File: config.mk
export PLATFORM = sky130hd
export DESIGN_NAME = pci_wr_target
export DESIGN_NICKNAME = d
export VERILOG_FILES = /design/src/rtl/pci_wr_target_pkg.sv /design/src/rtl/pci_wr_region_match.sv /design/src/rtl/pci_wr_ctrl.sv /design/src/rtl/pci_wr_target.sv
export SDC_FILE = /design/constraint.sdc
export NUM_CORES = 1
export LEC_CHECK = 0
export BUFFER_PORTS_ARGS = -buffer_cell sky130_fd_sc_hd__buf_2
export CAP_MARGIN = 20
export CORE_ASPECT_RATIO = 0.5
export CORE_MARGIN = 2
export CORE_UTILIZATION = 46
export CTS_CLUSTER_DIAMETER = 120
export CTS_CLUSTER_SIZE = 10
export DETAILED_ROUTE_END_ITERATION = 16
export GPL_ROUTABILITY_DRIVEN = 0
export HOLD_SLACK_MARGIN = 0.08
export PLACE_DENSITY = 0.83
export SLEW_MARGIN = 20
export SYNTH_ARGS = -nofsm -noshare
export SYNTH_HDL_FRONTEND = slang
export SYNTH_SLANG_ARGS = --single-unit
export TNS_END_PERCENT = 50
File: constraint.sdc
create_clock -name clk -period 1.7 [get_ports clk]
set_input_delay 0.255 -clock clk [delete_from_list [all_inputs] [get_ports clk]]
set_output_delay 0.255 -clock clk [all_outputs]
set_load 0.02 [all_outputs]
File: src/rtl/pci_wr_target_pkg.sv
package pci_wr_target_pkg;

    localparam int AD_W        = 32;
    localparam int BE_W        = 4;
    localparam int NUM_REGIONS = 6;

    localparam logic [BE_W-1:0] CMD_MEM_WRITE = 4'b0111;

    typedef enum logic [2:0] {
        ST_IDLE,
        ST_DECODE,
        ST_SELECT,
        ST_WAIT,
        ST_XFER,
        ST_IGNORE
    } tgt_state_e;

    typedef struct packed {
        tgt_state_e             state;
        logic [AD_W-1:0]        addr;
        logic [BE_W-1:0]        cmd;
        logic                   rnw;
        logic [NUM_REGIONS-1:0] hit;
        logic                   devsel_n;
        logic                   trdy_n;
        logic                   xfer_n;
        logic [AD_W-1:0]        data;
        logic [BE_W-1:0]        byten;
    } tgt_regs_t;

    localparam tgt_regs_t REGS_RESET = '{
        state:    ST_IDLE,
        addr:     '0,
        cmd:      '0,
        rnw:      1'b1,
        hit:      '0,
        devsel_n: 1'b1,
        trdy_n:   1'b1,
        xfer_n:   1'b1,
        data:     '0,
        byten:    '0
    };

endpackage

File: src/rtl/pci_wr_region_match.sv
module pci_wr_region_match #(
    parameter int TAG_W   = 20,
    parameter int REGIONS = 6,
    parameter logic [REGIONS-1:0][TAG_W-1:0] TAGS = '0
) (
    input  logic [TAG_W-1:0]   addr_tag,
    output logic [REGIONS-1:0] hit
);
    for (genvar g = 0; g < REGIONS; g++) begin : g_cmp
        assign hit[g] = (addr_tag == TAGS[g]);
    end
endmodule

File: src/rtl/pci_wr_ctrl.sv
module pci_wr_ctrl
    import pci_wr_target_pkg::*;
(
    input  logic                   clk,
    input  logic                   rst_n,
    input  logic                   frame_n,
    input  logic                   irdy_n,
    input  logic [AD_W-1:0]        ad,
    input  logic [BE_W-1:0]        cbe_n,
    input  logic                   be_rdy_n,
    input  logic [NUM_REGIONS-1:0] match_hit,
    output tgt_regs_t              regs
);
    tgt_regs_t r_d, r_q;

    always_comb begin
        r_d = r_q;
        unique case (r_q.state)
            ST_IDLE: begin
                if (!frame_n) begin
                    r_d.addr  = ad;
                    r_d.cmd   = cbe_n;
                    r_d.rnw   = ~cbe_n[0];
                    r_d.state = ST_DECODE;
                end
            end
            ST_DECODE: begin
                r_d.hit   = (r_q.cmd == CMD_MEM_WRITE) ? match_hit : '0;
                r_d.state = ((r_q.cmd == CMD_MEM_WRITE) && (|match_hit))
                            ? ST_SELECT : ST_IGNORE;
            end
            ST_SELECT: begin
                r_d.devsel_n = 1'b0;
                r_d.state    = ST_WAIT;
            end
            ST_WAIT: begin
                if (!irdy_n && !be_rdy_n) begin
                    r_d.trdy_n = 1'b0;
                    r_d.xfer_n = 1'b0;
                    r_d.data   = ad;
                    r_d.byten  = ~cbe_n;
                    r_d.state  = ST_XFER;
                end
            end
            ST_XFER: begin
                r_d.devsel_n = 1'b1;
                r_d.trdy_n   = 1'b1;
                r_d.xfer_n   = 1'b1;
                r_d.hit      = '0;
                r_d.state    = ST_IDLE;
            end
            ST_IGNORE: begin
                if (frame_n && irdy_n) r_d.state = ST_IDLE;
            end
            default: r_d = REGS_RESET;
        endcase
    end

    always_ff @(posedge clk) begin
        if (!rst_n) r_q <= REGS_RESET;
        else        r_q <= r_d;
    end

    assign regs = r_q;
endmodule

File: src/rtl/pci_wr_target.sv
module pci_wr_target
    import pci_wr_target_pkg::*;
#(
    parameter int REGION_SHIFT = 12,
    parameter logic [NUM_REGIONS-1:0][AD_W-1:0] REGION_BASES = {
        32'h0000_6000, 32'h0000_5000, 32'h0000_4000,
        32'h0000_3000, 32'h0000_2000, 32'h0000_1000}
) (
    input  logic                   clk,
    input  logic                   rst_n,
    input  logic                   frame_n,
    input  logic                   irdy_n,
    input  logic [AD_W-1:0]        ad,
    input  logic [BE_W-1:0]        cbe_n,
    output logic                   devsel_n,
    output logic                   trdy_n,
    input  logic                   be_rdy_n,
    output logic [AD_W-1:0]        be_addr,
    output logic [NUM_REGIONS-1:0] be_hit,
    output logic                   be_rnw,
    output logic                   be_xfer_n,
    output logic [AD_W-1:0]        be_data,
    output logic [BE_W-1:0]        be_byten
);
    localparam int TAG_W = AD_W - REGION_SHIFT;

    function automatic logic [NUM_REGIONS-1:0][TAG_W-1:0] make_tags();
        logic [NUM_REGIONS-1:0][TAG_W-1:0] t;
        for (int i = 0; i < NUM_REGIONS; i++)
            t[i] = REGION_BASES[i][AD_W-1:REGION_SHIFT];
        return t;
    endfunction

    localparam logic [NUM_REGIONS-1:0][TAG_W-1:0] TAGS = make_tags();

    tgt_regs_t              regs;
    logic [NUM_REGIONS-1:0] match_hit;

    pci_wr_region_match #(
        .TAG_W  (TAG_W),
        .REGIONS(NUM_REGIONS),
        .TAGS   (TAGS)
    ) u_match (
        .addr_tag(regs.addr[AD_W-1:REGION_SHIFT]),
        .hit     (match_hit)
    );

    pci_wr_ctrl u_ctrl (
        .clk      (clk),
        .rst_n    (rst_n),
        .frame_n  (frame_n),
        .irdy_n   (irdy_n),
        .ad       (ad),
        .cbe_n    (cbe_n),
        .be_rdy_n (be_rdy_n),
        .match_hit(match_hit),
        .regs     (regs)
    );

    assign devsel_n  = regs.devsel_n;
    assign trdy_n    = regs.trdy_n;
    assign be_addr   = regs.addr;
    assign be_hit    = regs.hit;
    assign be_rnw    = regs.rnw;
    assign be_xfer_n = regs.xfer_n;
    assign be_data   = regs.data;
    assign be_byten  = regs.byten;
endmodule

==> flow_summary.ini <==
[status]
status = finished clean

[synthesis]
synth_edf_count = 0
ys_seq_area_share_pct = 45.13
synthFlopType = dfxtp_1
synth_fa_ha_area_share_pct = 0
synth-simple-area-share_pct = 20.32
post_synth_mux_area_share_pct = 0
yosys_warnings = 0
avgSynthCellArea_um2 = 8.625
synth_area_mm2 = 0.003726
synth_nets = 473
synth_compound_area_share_pct = 15.85
syn_inst = 432
synthDistinctLibCells = 41
async_reset_ff_share_pct = 0
synth_top_family_by_area = simple AND/OR/NAND/NOR gates
synth_xor_xnor_area_share_pct = 0.2351
synth-seq-cells = 84

[worst_setup_path]
cp_data_required_time_ns = 1.95
crit_fanout = 6
end_kind = flop
crit_slowest_cell = or4_4
timing.critical_path.cells = or4_4, nor4_4, nand4_4, o31ai_1
crit_arrival_ns = 1.95
r2r_slack_ns = 0.002
rr_startpoint = u_ctrl.regs[72]$_SDFFE_PN0P_
worstRegToRegCells = 4
criticalPathCategory = reg2reg
crit_path_max_incr_delay_ns = 0.54
startpoint_type = flop
timing.rr.end = u_ctrl.regs[42]$_SDFFE_PN0N_

[placed_design]
io_buffers = 118
dp.final_hpwl_um = 6163
post-place-ws_ns = -0.05874
placed_area_mm2 = 0.004024

[finish]
drive_gt1_share_pct = 36.20
utilization_pct = 54.68
syn_to_final_growth_pct = 16.55
nets = 525
stdcell_area_mm2 = 0.004343
largest_reg_flops = 84
antenna_cells = 0

[routing]
via_count = 3115
wl_um = 8699
dr.pass1.iters = 4
maxUsedRoutingLayer = met4
drc = 0
wl_met1_um = 3887
wl_per_cell_um = 14.47
ant_nets = 0
dr_wl_met2_um = 4210
dr_wl_met3_um = 478
viasPerCell = 5.183
drtIter0Drc = 194

[global_route]
grt_pass1_vias = 2755
grt_max_degree = 38
grt_antenna_before_repair = 0
grt-ovfl-total = 0
track_usage_pct = 19.36
grt_pass1_wl_um = 13550

[timing]
skew_ns = 0.005826
fin_crit_sh_pct = 99.90
report.final.hold_viol_count = 0
min_period_ns = 1.698
relSlewSlack_pct = 68.44
finalMaxSlewViolations = 0
rsz0062_at_grt = true
fmax_ghz = 0.5888
setup_slack_ns = 0.001772
worst_slew_pin_slew_ns = 0.4700
final-setup-viol-count = 0

[flow_run]
drv_cap = 0

[floorplanning]
start_util_pct = 46.91
rows = 23
die_h_um = 67.64
dieArea_mm2 = 0.008880
ios = 119
core_mm2 = 0.007943
die_w_um = 131.3

[power_and_ir_drop]
internal_power_mw = 3.513
switching_share_pct = 26.66
power_frac_comb_pct = 15.9
p_seq_share_pct = 44.6
p_leak_nw = 1.855
netSwitchingPower_mw = 1.277
ir_worst_vdd_v = 0.0005922
powerDensity_mw_per_mm2 = 1103
pwr-share-clk_pct = 39.5

[hold_path]
min_delay_path_depth = 3
hold_path.class = in2reg
worstHoldStart = ad[7]
min_to = u_ctrl.regs[11]$_SDFFE_PN0P_

[cts]
h-tree-depth = 3
cts_buffer_depth = 2
cts_hold_buf = 0
cts_sinks = 84
insertion_delay_ns = 0.33
cts_tree = done
numCtsBuffers = 9
clkTransAtPathRegs_ns = 0.06
cts-root-buf = clkbuf_16
-- cells by family after synthesis --
group / count (synthesis)
AND/OR/NAND/NOR: 149
XOR/XNOR: 1
AO/OA/AOI/OAI: 92
flip-flops: 84
buffers and inverters: 106
-- power by group through the flow --
stage	clock [mW]	combinational, mW	sequential [mW]
final	1.89	0.761	2.14
after global routing	2.01	0.825	2.15
after CTS	1.93	0.758	2.13
after detailed placement	0	0.749	2.17
after global placement	0	0.743	2.17
after floorplan	0	0.559	2.16
-- critical path, delay by kind of cell (launching register included) --
family           cells  cell delay [ns]
flip-flops           1             0.32
AND/OR/NAND/NOR      3             1.06
AO/OA/AOI/OAI        1             0.24
-- routing by layer --
layer,track usage (%),vias up
met5,0,-
met2,33.75,92
met4,5.842,0
met3,5.706,11
li1,-,1518
met1,23.79,1494
-- placed cells by master, fill, tap and decap left out, types with 2 or more instances in the layout --
master	synthesis	routed
a21oi_1	38	37
a22oi_1	35	35
a31oi_1	2	2
buf_12	0	2
buf_2	6	118
buf_4	75	24
clkbuf_1	17	3
clkbuf_16	0	9
clkinvlp_4	0	2
dfxtp_1	84	81
dfxtp_2	0	3
inv_1	3	2
nand2_1	43	43
nand2b_1	4	4
nand3_1	38	38
nand4bb_1	2	2
nor2_1	37	37
nor2b_1	3	3
nor3_1	4	4
nor4_4	2	2
o21ai_1	3	2
o31ai_1	6	3
o31ai_2	0	3
or2_2	2	2
or3_1	4	4
or4_4	1	2
-- per-stage QoR --
step	cells	power [mW]	hold slack (ns)	setup TNS, ns
2_1_floorplan	432	2.715	0.4008	0
4_1_cts	600	4.818	0.1780	-0.07178
3_5_place_dp	584	2.924	0.4417	-0.08973
5_1_grt	601	4.984	0.1836	-0.3837
3_3_place_gp	584	2.913	0.4350	0
6_report	601	4.790	0.1829	0
-- synth_stat cells (all sizes together) (2+ instances only) --
cell type,n,area (um2)
buf,85,608.1
dfxtp,84,1682
nand2,43,161.4
a21oi,38,190.2
nand3,38,190.2
nor2,37,138.9
a22oi,35,262.8
clkbuf,18,68.81
o31ai,6,45.04
nand2b,4,25.02
nor3,4,20.02
o21ai,4,20.01
or3,4,25.02
inv,3,11.26
nor2b,3,18.77
nor4,3,48.80
a31oi,2,12.51
nand4bb,2,22.52
nor3b,2,20.02
or2,2,12.51
or4,2,18.77
-- worst max-delay path by stage --
| stage | endpoint | start | slack (ns) | depth (start not counted) |
|---|---|---|---|---|
| after floorplan | u_ctrl.regs[82]$_SDFFE_PN0P_ | u_ctrl.regs[80]$_SDFFE_PN0P_ | 0.07 | 4 |
| final | u_ctrl.regs[42]$_SDFFE_PN0N_ | u_ctrl.regs[72]$_SDFFE_PN0P_ | 0.002 | 4 |
| after CTS | u_ctrl.regs[42]$_SDFFE_PN0N_ | u_ctrl.regs[80]$_SDFFE_PN0P_ | -0.03 | 4 |
| after detailed placement | u_ctrl.regs[43]$_SDFFE_PN0N_ | u_ctrl.regs[72]$_SDFFE_PN0P_ | -0.06 | 4 |
| after global placement | u_ctrl.regs[40]$_SDFFE_PN0N_ | u_ctrl.regs[72]$_SDFFE_PN0P_ | 0.02 | 4 |
| after global routing | u_ctrl.regs[42]$_SDFFE_PN0N_ | u_ctrl.regs[72]$_SDFFE_PN0P_ | -0.07 | 4 |
-- what timing repair did --
action,CTS,global route
hold endpoints to repair,0,0
cloned,0,0
gates resized for setup,3,4
pin swaps,6,1
endpoints found under the setup margin,7,21
buffers inserted,0,1
-- final cells by class --
class	instances	area, um2
clock buffer	12	236.5
multi-input combinational	242	1409
tap	112	140.1
timing repair buffer	144	810.8
inverter	3	11.26
sequential	84	1685
clock inverter	4	50.05
fill	766	3600
Note: power is estimated with default switching activity, not from simulation.
